### src/rtl/spi_rf_pkg.sv
// Shared definitions for the SPI register front-end: byte offsets, the
// register-select code produced by the decoder, response codes and the
// software-reset key. Assumes 32-bit data and word-aligned offsets.
package spi_rf_pkg;

    localparam logic [7:0] OFF_GIE   = 8'h1C;
    localparam logic [7:0] OFF_ISR   = 8'h20;
    localparam logic [7:0] OFF_IER   = 8'h28;
    localparam logic [7:0] OFF_SRST  = 8'h40;
    localparam logic [7:0] OFF_CTRL  = 8'h60;
    localparam logic [7:0] OFF_STAT  = 8'h64;
    localparam logic [7:0] OFF_TXD   = 8'h68;
    localparam logic [7:0] OFF_RXD   = 8'h6C;
    localparam logic [7:0] OFF_SSEL  = 8'h70;
    localparam logic [7:0] OFF_TXOCC = 8'h74;
    localparam logic [7:0] OFF_RXOCC = 8'h78;

    localparam logic [1:0]  RESP_OKAY   = 2'b00;
    localparam logic [1:0]  RESP_SLVERR = 2'b10;
    localparam logic [31:0] SRST_KEY    = 32'h0000_000A;

    typedef enum logic [3:0] {
        SEL_NONE,
        SEL_SRST,
        SEL_CTRL,
        SEL_STAT,
        SEL_TXD,
        SEL_RXD,
        SEL_SSEL,
        SEL_TXOCC,
        SEL_RXOCC,
        SEL_GIE,
        SEL_ISR,
        SEL_IER
    } reg_sel_e;

endpackage

### src/rtl/spi_rf_decode.sv
// Address decoder: maps a byte address to a register select code.
// Assumes ADDR_W >= 7. The two low address bits are ignored (word access).
// The fill-count offsets decode only when OCC_EN is set.
module spi_rf_decode
    import spi_rf_pkg::*;
#(
    parameter int ADDR_W = 7,
    parameter bit OCC_EN = 1'b1
) (
    input  logic [ADDR_W-1:0] addr,
    output reg_sel_e          sel
);

    logic [ADDR_W-1:0] base;
    logic [1:0]        unused_lsb;

    assign base       = {addr[ADDR_W-1:2], 2'b00};
    assign unused_lsb = addr[1:0];

    // Select the register that owns the word address.
    always_comb begin
        sel = SEL_NONE;
        case (base)
            ADDR_W'(OFF_GIE):   sel = SEL_GIE;
            ADDR_W'(OFF_ISR):   sel = SEL_ISR;
            ADDR_W'(OFF_IER):   sel = SEL_IER;
            ADDR_W'(OFF_SRST):  sel = SEL_SRST;
            ADDR_W'(OFF_CTRL):  sel = SEL_CTRL;
            ADDR_W'(OFF_STAT):  sel = SEL_STAT;
            ADDR_W'(OFF_TXD):   sel = SEL_TXD;
            ADDR_W'(OFF_RXD):   sel = SEL_RXD;
            ADDR_W'(OFF_SSEL):  sel = SEL_SSEL;
            ADDR_W'(OFF_TXOCC): sel = OCC_EN ? SEL_TXOCC : SEL_NONE;
            ADDR_W'(OFF_RXOCC): sel = OCC_EN ? SEL_RXOCC : SEL_NONE;
            default:            sel = SEL_NONE;
        endcase
    end

endmodule

### src/rtl/spi_rf_axi.sv
// AXI4-Lite channel handling. A write is taken only when address and data
// are valid together and no write response is outstanding. A read is taken
// when no read response is outstanding. Responses are registered and held
// until the master accepts them. Assumes that the data and error inputs are
// valid in the handshake cycle.
module spi_rf_axi
    import spi_rf_pkg::*;
(
    input  logic        clk,
    input  logic        rst_n,
    input  logic        awvalid,
    input  logic        wvalid,
    output logic        awready,
    output logic        wready,
    output logic [1:0]  bresp,
    output logic        bvalid,
    input  logic        bready,
    input  logic        arvalid,
    output logic        arready,
    output logic [31:0] rdata,
    output logic [1:0]  rresp,
    output logic        rvalid,
    input  logic        rready,
    input  logic        wr_err_i,
    input  logic [31:0] rd_data_i,
    output logic        wr_fire_o,
    output logic        rd_fire_o
);

    logic        bvalid_q;
    logic [1:0]  bresp_q;
    logic        rvalid_q;
    logic [31:0] rdata_q;

    assign awready   = awvalid && wvalid && !bvalid_q;
    assign wready    = awready;
    assign wr_fire_o = awready;
    assign arready   = !rvalid_q;
    assign rd_fire_o = arvalid && !rvalid_q;

    assign bvalid = bvalid_q;
    assign bresp  = bresp_q;
    assign rvalid = rvalid_q;
    assign rdata  = rdata_q;
    assign rresp  = RESP_OKAY;

    // Write response: raised after a taken write, dropped once accepted.
    always_ff @(posedge clk) begin
        if (!rst_n) begin
            bvalid_q <= 1'b0;
            bresp_q  <= RESP_OKAY;
        end else if (wr_fire_o) begin
            bvalid_q <= 1'b1;
            bresp_q  <= wr_err_i ? RESP_SLVERR : RESP_OKAY;
        end else if (bready) begin
            bvalid_q <= 1'b0;
        end
    end

    // Read response: capture the selected data on the address handshake.
    always_ff @(posedge clk) begin
        if (!rst_n) begin
            rvalid_q <= 1'b0;
            rdata_q  <= '0;
        end else if (rd_fire_o) begin
            rvalid_q <= 1'b1;
            rdata_q  <= rd_data_i;
        end else if (rready) begin
            rvalid_q <= 1'b0;
        end
    end

    AST_WR_PAIRED: assert property (@(posedge clk) disable iff (!rst_n)
        (awready || wready) |-> (awvalid && wvalid && awready && wready));
    AST_B_HOLD: assert property (@(posedge clk) disable iff (!rst_n)
        (bvalid && !bready) |=> (bvalid && $stable(bresp)));
    AST_R_HOLD: assert property (@(posedge clk) disable iff (!rst_n)
        (rvalid && !rready) |=> (rvalid && $stable(rdata)));
    AST_RRESP_OKAY: assert property (@(posedge clk) disable iff (!rst_n)
        rvalid |-> (rresp == RESP_OKAY));

endmodule

### src/rtl/spi_rf_irq.sv
// Interrupt registers: global gate (bit 31), pending flags and mask.
// Software inverts a pending flag by writing a 1 to it. An event strobe
// sets its flag and wins over an inversion in the same cycle. Assumes
// IRQ_N <= 31, so that the flags do not overlap the gate bit.
module spi_rf_irq #(
    parameter int IRQ_N = 8
) (
    input  logic             clk,
    input  logic             rst_n,
    input  logic             sw_rst_i,
    input  logic             wr_gie_i,
    input  logic             wr_isr_i,
    input  logic             wr_ier_i,
    input  logic [31:0]      wdata_i,
    input  logic [IRQ_N-1:0] evt_i,
    output logic             gie_o,
    output logic [IRQ_N-1:0] isr_o,
    output logic [IRQ_N-1:0] ier_o,
    output logic             irq_o
);

    logic             gie_q;
    logic [IRQ_N-1:0] isr_q;
    logic [IRQ_N-1:0] ier_q;
    logic [IRQ_N-1:0] flip;
    logic [IRQ_N-1:0] isr_d;
    logic             unused_wbits;

    assign unused_wbits = ^wdata_i[30:IRQ_N];

    // Next pending value: inversion by software, then set by events.
    always_comb begin
        flip  = wr_isr_i ? wdata_i[IRQ_N-1:0] : '0;
        isr_d = (isr_q ^ flip) | evt_i;
    end

    // Pending flags.
    always_ff @(posedge clk) begin
        if (!rst_n || sw_rst_i) isr_q <= '0;
        else                    isr_q <= isr_d;
    end

    // Mask and global gate.
    always_ff @(posedge clk) begin
        if (!rst_n || sw_rst_i) begin
            ier_q <= '0;
            gie_q <= 1'b0;
        end else begin
            if (wr_ier_i) ier_q <= wdata_i[IRQ_N-1:0];
            if (wr_gie_i) gie_q <= wdata_i[31];
        end
    end

    assign gie_o = gie_q;
    assign isr_o = isr_q;
    assign ier_o = ier_q;
    assign irq_o = gie_q && |(isr_q & ier_q);

    AST_EVT_SETS: assert property (@(posedge clk) disable iff (!rst_n)
        !sw_rst_i |=> ((isr_q & $past(evt_i)) == $past(evt_i)));
    AST_ISR_QUIET: assert property (@(posedge clk) disable iff (!rst_n)
        (!sw_rst_i && !wr_isr_i && (evt_i == '0)) |=> $stable(isr_q));

endmodule

### src/rtl/spi_regfront.sv
// SPI master register front-end. Holds control, chip-select and interrupt
// registers behind an AXI4-Lite slave. Reads engine state from sideband
// inputs and sends push, pop and software-reset strobes to the engine.
// Assumes full-word access; byte strobes are ignored.
module spi_regfront
    import spi_rf_pkg::*;
#(
    parameter int          ADDR_W     = 7,
    parameter int          CTRL_W     = 10,
    parameter int          SS_W       = 4,
    parameter int          STAT_W     = 11,
    parameter int          IRQ_N      = 8,
    parameter int          FIFO_DEPTH = 16,
    parameter int          OCC_W      = $clog2(FIFO_DEPTH) + 1,
    parameter logic [31:0] CTRL_RST   = 32'h0000_0180
) (
    input  logic              clk,
    input  logic              rst_n,
    input  logic [ADDR_W-1:0] awaddr,
    input  logic              awvalid,
    output logic              awready,
    input  logic [31:0]       wdata,
    input  logic [3:0]        wstrb,
    input  logic              wvalid,
    output logic              wready,
    output logic [1:0]        bresp,
    output logic              bvalid,
    input  logic              bready,
    input  logic [ADDR_W-1:0] araddr,
    input  logic              arvalid,
    output logic              arready,
    output logic [31:0]       rdata,
    output logic [1:0]        rresp,
    output logic              rvalid,
    input  logic              rready,
    input  logic [STAT_W-1:0] stat_i,
    input  logic [OCC_W-1:0]  tx_occ_i,
    input  logic [OCC_W-1:0]  rx_occ_i,
    input  logic [31:0]       rx_data_i,
    input  logic [IRQ_N-1:0]  irq_evt_i,
    output logic [CTRL_W-1:0] ctrl_o,
    output logic [SS_W-1:0]   ssel_o,
    output logic              tx_wr_o,
    output logic [31:0]       tx_data_o,
    output logic              rx_rd_o,
    output logic              soft_rst_o,
    output logic              irq_o
);

    localparam bit                OCC_EN     = (FIFO_DEPTH == 16) || (FIFO_DEPTH == 256);
    localparam logic [CTRL_W-1:0] CTRL_DFLT  = CTRL_RST[CTRL_W-1:0];

    reg_sel_e          wr_sel;
    reg_sel_e          rd_sel;
    logic              wr_fire;
    logic              rd_fire;
    logic              wr_err;
    logic              sw_rst;
    logic [31:0]       rd_mux;
    logic [CTRL_W-1:0] ctrl_q;
    logic [SS_W-1:0]   ssel_q;
    logic              soft_rst_q;
    logic              gie;
    logic [IRQ_N-1:0]  isr;
    logic [IRQ_N-1:0]  ier;
    logic              unused_strb;

    assign unused_strb = ^wstrb;

    spi_rf_decode #(.ADDR_W(ADDR_W), .OCC_EN(OCC_EN)) u_wdec (
        .addr (awaddr),
        .sel  (wr_sel)
    );

    spi_rf_decode #(.ADDR_W(ADDR_W), .OCC_EN(OCC_EN)) u_rdec (
        .addr (araddr),
        .sel  (rd_sel)
    );

    spi_rf_axi u_axi (
        .clk       (clk),
        .rst_n     (rst_n),
        .awvalid   (awvalid),
        .wvalid    (wvalid),
        .awready   (awready),
        .wready    (wready),
        .bresp     (bresp),
        .bvalid    (bvalid),
        .bready    (bready),
        .arvalid   (arvalid),
        .arready   (arready),
        .rdata     (rdata),
        .rresp     (rresp),
        .rvalid    (rvalid),
        .rready    (rready),
        .wr_err_i  (wr_err),
        .rd_data_i (rd_mux),
        .wr_fire_o (wr_fire),
        .rd_fire_o (rd_fire)
    );

    // Software-reset key check and error response for a wrong key.
    always_comb begin
        sw_rst = wr_fire && (wr_sel == SEL_SRST) && (wdata == SRST_KEY);
        wr_err = (wr_sel == SEL_SRST) && (wdata != SRST_KEY);
    end

    spi_rf_irq #(.IRQ_N(IRQ_N)) u_irq (
        .clk      (clk),
        .rst_n    (rst_n),
        .sw_rst_i (sw_rst),
        .wr_gie_i (wr_fire && (wr_sel == SEL_GIE)),
        .wr_isr_i (wr_fire && (wr_sel == SEL_ISR)),
        .wr_ier_i (wr_fire && (wr_sel == SEL_IER)),
        .wdata_i  (wdata),
        .evt_i    (irq_evt_i),
        .gie_o    (gie),
        .isr_o    (isr),
        .ier_o    (ier),
        .irq_o    (irq_o)
    );

    // Control and chip-select registers.
    always_ff @(posedge clk) begin
        if (!rst_n || sw_rst) begin
            ctrl_q <= CTRL_DFLT;
            ssel_q <= '1;
        end else if (wr_fire) begin
            if (wr_sel == SEL_CTRL) ctrl_q <= wdata[CTRL_W-1:0];
            if (wr_sel == SEL_SSEL) ssel_q <= wdata[SS_W-1:0];
        end
    end

    // Software-reset pulse, one cycle after the key is written.
    always_ff @(posedge clk) begin
        if (!rst_n) soft_rst_q <= 1'b0;
        else        soft_rst_q <= sw_rst;
    end

    // Read data selection; write-only and unmapped offsets read zero.
    always_comb begin
        rd_mux = '0;
        case (rd_sel)
            SEL_CTRL:  rd_mux = 32'(ctrl_q);
            SEL_STAT:  rd_mux = 32'(stat_i);
            SEL_RXD:   rd_mux = rx_data_i;
            SEL_SSEL:  rd_mux = 32'(ssel_q);
            SEL_TXOCC: rd_mux = 32'(tx_occ_i);
            SEL_RXOCC: rd_mux = 32'(rx_occ_i);
            SEL_GIE:   rd_mux = {gie, 31'b0};
            SEL_ISR:   rd_mux = 32'(isr);
            SEL_IER:   rd_mux = 32'(ier);
            default:   rd_mux = '0;
        endcase
    end

    assign ctrl_o     = ctrl_q;
    assign ssel_o     = ssel_q;
    assign tx_wr_o    = wr_fire && (wr_sel == SEL_TXD);
    assign tx_data_o  = wdata;
    assign rx_rd_o    = rd_fire && (rd_sel == SEL_RXD);
    assign soft_rst_o = soft_rst_q;

    AST_SRST_ONE: assert property (@(posedge clk) disable iff (!rst_n)
        soft_rst_o |=> !soft_rst_o);
    AST_SRST_DFLT: assert property (@(posedge clk) disable iff (!rst_n)
        soft_rst_o |-> ((ctrl_o == CTRL_DFLT) && (ssel_o == '1) && !irq_o));
    AST_TX_ON_WRITE: assert property (@(posedge clk) disable iff (!rst_n)
        tx_wr_o |-> (awvalid && wvalid && awready));
    AST_RX_ON_READ: assert property (@(posedge clk) disable iff (!rst_n)
        rx_rd_o |-> (arvalid && arready));

endmodule

### config.mk
export PLATFORM = sky130hd
export DESIGN_NAME = spi_regfront
export DESIGN_NICKNAME = d
export VERILOG_FILES = /design/src/rtl/spi_rf_pkg.sv /design/src/rtl/spi_rf_decode.sv /design/src/rtl/spi_rf_axi.sv /design/src/rtl/spi_rf_irq.sv /design/src/rtl/spi_regfront.sv
export SDC_FILE = /design/constraint.sdc
export NUM_CORES = 1
export LEC_CHECK = 0
export BUFFER_PORTS_ARGS = -buffer_cell sky130_fd_sc_hd__buf_2
export CAP_MARGIN = 30
export CORE_MARGIN = 2
export CORE_UTILIZATION = 40
export CTS_CLUSTER_DIAMETER = 60
export DETAILED_ROUTE_END_ITERATION = 8
export PLACE_DENSITY = 0.7
export RECOVER_POWER = 100
export SYNTH_ARGS = -nofsm -noshare
export SYNTH_HDL_FRONTEND = slang
export SYNTH_HIERARCHICAL = 1
export SYNTH_SLANG_ARGS = --single-unit
### constraint.sdc
create_clock -name clk -period 2.8 [get_ports clk]
set_input_delay 0.42 -clock clk [delete_from_list [all_inputs] [get_ports clk]]
set_output_delay 0.42 -clock clk [all_outputs]
set_load 0.01 [all_outputs]
==> impl_metrics.json, run 1 <==
{
  "p_switching_w": 0.000593,
  "cap_violations": 0,
  "ys_top_cells_by_count": "78 x nand2_1, 67 x dfxtp_1, 40 x buf_4",
  "n_antenna_cell": 0,
  "area_growth_pct": 20.9,
  "met2_usage_pct": 39.1,
  "drt_pass1_iterations": 6,
  "final_util_pct": 49.0,
  "fin_crit_sh_pct": 91.9,
  "synth_flop_cell": "dfxtp_1",
  "routed_wl_um": 12500,
  "relSlewSlack_pct": 7.94,
  "p_comb_share_pct": 15.4,
  "yosys-top-cells-area": "dfxtp_1 32%, a21boi_2 7.9%, buf_4 7.3%",
  "antenna_left": 0,
  "powerDensity_mw_per_mm2": 449,
  "met3_usage_pct": 4.58,
  "async_reset_ff_share_pct": 0,
  "p_leak_nw": 1.92,
  "synth_warnings": 6,
  "start_kind": "input pin",
  "pre_cts_slack_ps": -97.7,
  "status": "finished, final reports clean",
  "htree_levels": 3,
  "clock.fmax_mhz": 388,
  "grt_antenna_before_repair": 0,
  "fin_total_pwr_w": 0.00224,
  "cts_tree": "yes",
  "die_w_um": 106,
  "crit_fanout": 12,
  "swShare_pct": 26.5,
  "pwr-share-seq_pct": 44.0,
  "syn_avg_cell_area_um2": 8.76,
  "synth_top_area_share_pct": 32.5,
  "core_mm2": 0.0102,
  "num_rows": 37,
  "vias_per_cell": 5.26,
  "port_buffers": 197,
  "period_needed_ps": 2570,
  "syn_inst": 471,
  "globalplace.congestion": 0.887,
  "finalWorstSetupSlack_ps": 225,
  "first_iter_violations": 233,
  "synth_edf_count": 0,
  "clk_latency_ps": 340,
  "crit_arrival_ps": 2150,
  "synth_area_leader_cell": "dfxtp_1",
  "overflow": 0,
  "synth-seq-cells": 67,
  "p_int_w": 0.00165,
  "vias": 4082,
  "clock-skew-final_ps": 12.8,
  "grt_usage_pct": 22.0,
  "post-dp-hpwl_um": 9640,
  "grt_pass1_wl_um": 19400,
  "ioPinCount": 209,
  "yosysMostFrequentCell": "nand2_1",
  "clockRootBuffer": "clkbuf_8",
  "tightest_slew_ps": 1380,
  "numCtsBuffers": 9,
  "busiest_layer": "met2",
  "clk_path_buf_depth": 2,
  "ys_seq_area_share_pct": 32.5,
  "nets": 753,
  "grt_use_met1_pct": 26.5,
  "pwr-share-clk_pct": 40.7,
  "clk_pin_slew_worst_paths_ps": 70,
  "setup-violations-final": 0,
  "hold_path.class": "input pin to flop",
  "grt_max_degree": 39,
  "route.detailed.drc": 0,
  "die_area_mm2": 0.0111,
  "wl_per_cell_um": 16.2,
  "worstSetupPathType": "input pin to primary output",
  "cts_hold_buf": 0,
  "synth_area_mm2": 0.00413,
  "cp_data_required_time_ps": 2380,
  "drive_above_1_share_pct": 28.6,
  "grt_pass1_vias": 3930,
  "rsz0062_at_grt": "no",
  "cp-end-kind": "primary output",
  "start_util_pct": 40.5,
  "ir_worst_vdd_mv": 0.239,
  "finalMaxSlewViolations": 0,
  "clock-sinks": 67,
  "hold_viol": 0,
  "die_h_um": 106,
  "synthDistinctLibCells": 61
}
## critical path, cell delays in order
cell and delay [ps]:
clkbuf_1 110, clkbuf_1 130, or3_1 290, a21boi_0 210, clkbuf_2 280, inv_1 150, and3_4 240, and2_1 190
buf_2 140
## flip-flops by register name (all words and copies together), names as in the netlist, 4 cells and up
signal	cells
u_axi/rdata	32
u_irq/ier_o	8
ssel_o	4
ctrl_o	10
u_irq/isr_o	8
## final timing paths
check / start / end / slack, ps / depth (start not counted)
hold / removal: irq_evt_i[1] / u_irq/isr_o[1] / 340 / 3
hold reg to reg: u_axi/rdata[8] / u_axi/rdata[8] / 460 / 2
setup / recovery: araddr[4] / rx_rd_o / 230 / 9
setup reg to reg: u_axi/bvalid / u_irq/isr_o[2] / 450 / 7
## layer usage
| layer | vias up | wire length (um) | part of all wire (%) |
|---|---|---|---|
| met1 | 1932 | 5260 | 42 |
| li1 | 1938 | - | - |
| met4 | 0 | 256 | 2.0 |
| met3 | 20 | 949 | 7.6 |
| met2 | 192 | 6080 | 48 |
| met5 | - | 0 | 0 |
## cell usage in the layout, fill, tap and decap left out, types with 6 or more instances in the layout
cell type	n
buf_2	108
clkbuf_1	93
nand2_1	78
dfxtp_1	67
nor2_1	27
a21boi_2	21
mux2i_1	19
inv_1	18
a21boi_0	14
and2_0	12
and2_1	12
nand3b_1	10
clkbuf_8	10
buf_4	10
a222oi_1	9
nor3_1	8
a22oi_1	8
nand2b_1	8
a31oi_1	8
nor2b_1	6
a21bo_2	6
## through the flow
step | setup TNS [ps] | instances | instance area, um2 | hold slack (ps)
after floorplan | 0 | 473 | 4140 | 479
after global placement | -29.3 | 760 | 4940 | 448
after detailed placement | -131 | 760 | 4940 | 454
after CTS | 0 | 776 | 5160 | 324
after global routing | 0 | 776 | 4990 | 322
final | 0 | 776 | 4990 | 338
## power groups by stage
stage / clock [W] / combinational [W] / sequential, W
finish: 0.000911 / 0.000344 / 0.000984
global placement: 0 / 0.000350 / 0.00101
CTS: 0.000932 / 0.000360 / 0.000984
global route: 0.000976 / 0.000377 / 0.000986
detailed placement: 0 / 0.000359 / 0.00101
floorplan: 0 / 0.000221 / 0.00101
## area by class of cell
cell class / count / area (um2)
tap: 136 / 170
timing repair buffer: 213 / 975
multi-input combinational: 325 / 2200
inverter: 19 / 76.3
clock buffer: 10 / 138
sequential: 67 / 1340
clock inverter: 6 / 88.8
fill: 1081 / 5190
## cells by family (layout without fill, tap and decap cells)
group | Yosys count | after routing | synth area share (%)
buf+inv | 81 | 248 | 13.4
mux | 20 | 20 | 4.88
simple gates | 195 | 195 | 25.3
compound gates | 105 | 105 | 23.4
flops | 67 | 67 | 32.5
other cells | 1 | 3 | 0.0908
xor+xnor | 2 | 2 | 0.424
## repair_timing
action	in CTS	in global routing
resized for setup	0	1
buffers inserted	0	0
endpoints found under the setup margin	0	1
No activity file was read; power rests on OpenSTA's default activity.
==> inputs of run 2 (changes only) <==
Settings changed: RECOVER_POWER 100 to 25.
==> run 2 against run 1 <==
Cell area is 2.6% higher. Sequential power about the same. Fmax up 1.1%. Sequential share of layout area down 0.68 points.
==> impl_metrics.json, run 2 (same netlist as run 1, synthesis figures left out) <==
{
  "n_antenna_cell": 0,
  "powerDensity_mw_per_mm2": 440,
  "fin_total_pwr_w": 0.00225,
  "grt_antenna_before_repair": 0,
  "first_iter_violations": 252,
  "die_area_mm2": 0.0111,
  "clock-skew-final_ps": 11.3,
  "finalMaxSlewViolations": 0,
  "route.detailed.drc": 0,
  "ir_worst_vdd_mv": 0.247,
  "setup-violations-final": 0,
  "postPlaceCellArea_mm2": 0.00494,
  "clock-sinks": 67,
  "drive_above_1_share_pct": 38.8,
  "nets": 753,
  "final_cell_area_mm2": 0.00512,
  "htree_levels": 3,
  "fillers": 1045,
  "cts_hold_buf": 0,
  "antenna_left": 0,
  "start_kind": "input pin",
  "mostFrequentLayoutCells": "160 x buf_2, 78 x nand2_1, 67 x dfxtp_1",
  "vias": 4065,
  "cap_violations": 0,
  "cp-end-kind": "primary output",
  "die_h_um": 106,
  "overflow": 0,
  "grt_usage_pct": 22.0,
  "crit_fanout": 12,
  "fin_cells": 776,
  "status": "finished, final reports clean",
  "period_needed_ps": 2550,
  "grt_pass1_wl_um": 19400,
  "clockRootBuffer": "clkbuf_8",
  "clk_pin_slew_worst_paths_ps": 70,
  "routed_wl_um": 12500,
  "tightest_slew_ps": 1370,
  "globalplace.congestion": 0.887,
  "ctsResizeCount": 0,
  "rsz0062_at_grt": "no",
  "drt_pass1_iterations": 6,
  "pre_cts_slack_ps": -97.7,
  "relSlewSlack_pct": 8.94,
  "hold_path.class": "input pin to flop",
  "area_growth_pct": 24.0,
  "vias_per_cell": 5.24,
  "cp_data_required_time_ps": 2380,
  "hold_viol": 0,
  "num_rows": 37,
  "p_leak_nw": 2.15,
  "post-dp-hpwl_um": 9640,
  "wl_per_cell_um": 16.1,
  "clk_path_buf_depth": 2,
  "cts_tree": "yes",
  "start_util_pct": 40.5,
  "post_cts_buffers": 0,
  "fin_crit_sh_pct": 91.0,
  "core_mm2": 0.0102,
  "placed_cells": 760,
  "port_buffers": 197,
  "ioPinCount": 209,
  "grt_pass1_vias": 3930,
  "finalWorstSetupSlack_ps": 253,
  "crit_arrival_ps": 2130,
  "largest_register_ffs": 32,
  "numCtsBuffers": 9,
  "clk_latency_ps": 340,
  "clock.fmax_mhz": 393,
  "fin_setup_tns_ps": 0,
  "die_w_um": 106,
  "worstSetupPathType": "input pin to primary output",
  "mostFrequentLayoutCell": "buf_2",
  "grt_max_degree": 39
}
==> run 2: cell types whose count changed in the layout (fill, tap and decap cells not counted), sizes merged <==
cell	before	now
clkbuf	105	48
buf	118	175
==> run 2: area by class of cell <==
| cell class | instances | area (um2) | share of cell area (%) |
|---|---|---|---|
| multi-input cells | 325 | 2250 | 43.9 |
| flip-flops and latches | 67 | 1340 | 26.2 |
| repair buffers | 213 | 1060 | 20.6 |
| well taps | 136 | 170 | 3.32 |
| clock buffers | 10 | 138 | 2.69 |
| inverters | 19 | 76.3 | 1.49 |
| clock inverters | 6 | 88.8 | 1.74 |
==> run 2: where the power goes <==
part | total (W) | leakage, nW | internal, W | switching [W]
combinational | 0.000353 | 1.50 | 0.000159 | 0.000194
clock | 0.000916 | 0.108 | 0.000526 | 0.000390
sequential | 0.000984 | 0.543 | 0.000969 | 0.0000145
total | 0.00225 | 2.15 | 0.00165 | 0.000599
==> run 2: final timing paths <==
| path | startpoint | end | slack, ps | cells after the start |
|---|---|---|---|---|
| setup / recovery | araddr[4] | rx_rd_o | 250 | 7 |
| hold / removal | irq_evt_i[0] | u_irq/isr_o[0] | 340 | 3 |
| setup reg to reg | u_axi/bvalid | u_irq/isr_o[2] | 470 | 7 |
| hold reg to reg | u_axi/rdata[8] | u_axi/rdata[8] | 460 | 2 |
==> run 2: through the flow <==
stage | util (%) | hold slack, ps
2_1_floorplan | - | 479
3_3_place_gp | 48.5 | 448
3_5_place_dp | 48.5 | 454
4_1_cts | 50.7 | 324
5_1_grt | 50.3 | 322
6_report | 50.3 | 339
==> run 2: per-layer routing <==
| metal | global-route usage (%) | part of all wire, % | wire length (um) | vias up |
|---|---|---|---|---|
| met5 | 0 | 0 | 0 | - |
| met4 | 6.48 | 1.4 | 178 | 0 |
| met2 | 39.1 | 49 | 6170 | 199 |
| li1 | - | - | - | 1941 |
| met1 | 26.5 | 42 | 5270 | 1909 |
| met3 | 4.58 | 6.9 | 858 | 16 |
==> run 2: critical path: stages <==
cell	delay (ps)
buf_2	120
nand2b_1	170
o22a_1	220
o311ai_2	470
and3_4	410
and2_1	180
buf_2	130
==> inputs of run 3 (changes only) <==
--- a/config.mk
+++ b/config.mk
@@ -12,6 +12,7 @@
 export CTS_CLUSTER_DIAMETER = 60
 export DETAILED_ROUTE_END_ITERATION = 8
-export PLACE_DENSITY = 0.7
+export PLACE_DENSITY = 0.72
 export RECOVER_POWER = 25
+export SETUP_SLACK_MARGIN = 0.3
 export SYNTH_ARGS = -nofsm -noshare
 export SYNTH_HDL_FRONTEND = slang
==> constraint.sdc (replaced) <==
create_clock -name clk -period 2.1 [get_ports clk]
set_input_delay 0.525 -clock clk [delete_from_list [all_inputs] [get_ports clk]]
set_output_delay 0.525 -clock clk [all_outputs]
set_load 0.01 [all_outputs]
==> run 3 against run 2 <==
The flow now finishes with violations (setup timing). Core utilization increased by 14 points. Cell count increased by 10%. Non-clock buffer count increased by 78. Combinational power increased by 100%. Wire length increased by 18%. Cell area increased by 28%. Sequential power increased by 34%. Setup slack got worse by 480 ps. Via count increased by 10%. Largest power group unchanged. Hold slack improved by 66 ps. First-iteration DRC count increased by 10%. Sequential share of layout area decreased by 5.5 points.
==> impl_metrics.json, run 3 (same netlist as run 1, synthesis figures left out) <==
{
  "clock-sinks": 67,
  "p_leak_nw": 2.84,
  "hold_path.class": "input pin to flop",
  "crit_arrival_ps": 2580,
  "routed_wl_um": 14700,
  "swShare_pct": 29.1,
  "route.detailed.drc": 0,
  "antenna_left": 0,
  "finalMaxSlewViolations": 0,
  "clk_pin_slew_worst_paths_ps": 80,
  "drt_pass1_iterations": 6,
  "cp_data_required_time_ps": 2350,
  "cp_slowest_cell": "or3_4",
  "clk_path_buf_depth": 2,
  "worstSetupPathType": "input pin to flop",
  "start_util_pct": 40.5,
  "cp-end-kind": "flop",
  "fillers": 856,
  "drive_above_1_share_pct": 59.6,
  "die_w_um": 106,
  "first_iter_violations": 278,
  "num_rows": 37,
  "postPlaceCellArea_mm2": 0.00542,
  "p_switching_w": 0.000928,
  "overflow": 0,
  "crit_fanout": 7,
  "vias_per_cell": 5.25,
  "relSlewSlack_pct": 33.5,
  "vias": 4480,
  "powerDensity_mw_per_mm2": 487,
  "pwr-share-clk_pct": 36.1,
  "violations": "setup timing",
  "final_cell_area_mm2": 0.00655,
  "die_area_mm2": 0.0111,
  "grt_antenna_before_repair": 0,
  "p_comb_share_pct": 22.6,
  "mostFrequentLayoutCell": "buf_2",
  "globalplace.congestion": 0.901,
  "nets": 831,
  "n_antenna_cell": 0,
  "cap_violations": 0,
  "status": "finished with violations",
  "clock.fmax_mhz": 429,
  "path_cells": "buf_8 > or3_4 > a21boi_2 > buf_4 > inv_4 > and3_4 > buf_4 > buf_6 > buf_6 > a222oi_1 > o211ai_1 > nand2_1 > a21boi_2",
  "clockRootBuffer": "clkbuf_8",
  "cts_tree": "yes",
  "start_kind": "input pin",
  "mostFrequentLayoutCells": "156 x buf_2, 60 x nand2_1, 56 x dfxtp_1, 56 x buf_4, 31 x clkbuf_1",
  "numCtsBuffers": 9,
  "setup-violations-final": 14,
  "wl_per_cell_um": 17.3,
  "ioPinCount": 209,
  "critical_path.top_delay_family": "compound AO/OA/AOI/OAI gates",
  "cp_slowest_stage_delay_ps": 380,
  "ir_worst_vdd_mv": 0.322,
  "grt_usage_pct": 24.9,
  "tightest_slew_ps": 998,
  "port_buffers": 197,
  "fin_setup_tns_ps": -1360,
  "grt_max_degree": 34,
  "hold_viol": 0,
  "clk_latency_ps": 350,
  "clock-skew-final_ps": 10.5,
  "cts_hold_buf": 0,
  "area_growth_pct": 58.7,
  "grt_pass1_vias": 4352,
  "pwr-share-seq_pct": 41.3,
  "largest_register_ffs": 32,
  "grt_pass1_wl_um": 21700,
  "rsz0062_at_grt": "yes",
  "path_buf_inv": 6,
  "post-dp-hpwl_um": 10300,
  "core_mm2": 0.0102,
  "die_h_um": 106,
  "finalWorstSetupSlack_ps": -228,
  "period_needed_ps": 2330,
  "htree_levels": 3,
  "p_int_w": 0.00226,
  "fin_crit_sh_pct": 111
}
run 3: cell count changes in the layout (fill, tap and decap cells not counted), sizes merged:
cell / change
inv: +3
clkinvlp: -2
buf: +81
bufinv: -1
clkbuf: -3
run 3: cell type report:
cell class                      instances  area [um2]  share of cell area, %
Multi-Input combinational cell        325        2720                   41.6
Timing Repair Buffer                  291        2020                   30.8
Sequential cell                        67        1360                   20.7
Tap cell                              136         170                   2.60
Clock buffer                           10         138                   2.10
Inverter                               19        78.8                   1.20
Clock inverter                          6        70.1                   1.07
run 3: through the flow:
step / setup WS [ps] / util, % / power (W) / std cells / hold WS (ps)
after floorplan: -209 / - / 0.00166 / 473 / 475
after global placement: -402 / 53.2 / 0.00190 / 803 / 437
after detailed placement: -441 / 53.2 / 0.00191 / 803 / 451
after CTS: -215 / 60.3 / 0.00315 / 841 / 391
after global routing: -240 / 64.3 / 0.00332 / 854 / 400
final: -228 / 64.3 / 0.00319 / 854 / 405
run 3: per-layer routing:
layer | track usage (%) | up-vias | wire (um)
met4 | 6.95 | 0 | 305
met5 | 0 | - | 0
met2 | 47.0 | 230 | 7730
li1 | - | 2108 | -
met3 | 6.25 | 22 | 1110
met1 | 27.5 | 2120 | 5600
run 3: path summary, 6_finish.rpt:
kind	from	slack [ps]	endpoint	depth (start not counted)
setup / recovery	araddr[6]	-230	u_axi/rdata[2]	13
hold / removal	irq_evt_i[6]	400	u_irq/isr_o[6]	3
setup reg to reg	u_axi/bvalid	240	u_irq/ier_o[6]	8
hold reg to reg	u_axi/rdata[26]	460	u_axi/rdata[26]	2
run 3: timing repair:
item	in CTS	in global routing
endpoints found under the setup margin	66	69
setup buffers	20	10
pin swaps	32	38
resized for setup	72	80
gates cloned	2	3
run 3: power groups by stage:
stage / combinational [W] / clock (W) / sequential (W)
after CTS: 0.000659 / 0.00118 / 0.00131
after global placement: 0.000559 / 0 / 0.00134
after detailed placement: 0.000571 / 0 / 0.00134
after global routing: 0.000766 / 0.00124 / 0.00132
final: 0.000722 / 0.00115 / 0.00132
after floorplan: 0.000319 / 0 / 0.00134
run 3: worst register-to-register path, stage by stage, from the launching register on:
cell	delay [ps]
dfxtp_1	320
nand3b_1	230
inv_2	120
nor2b_2	200
nand2_1	120
nor2_1	130
buf_4	210
mux2i_1	350
nor2_4	60
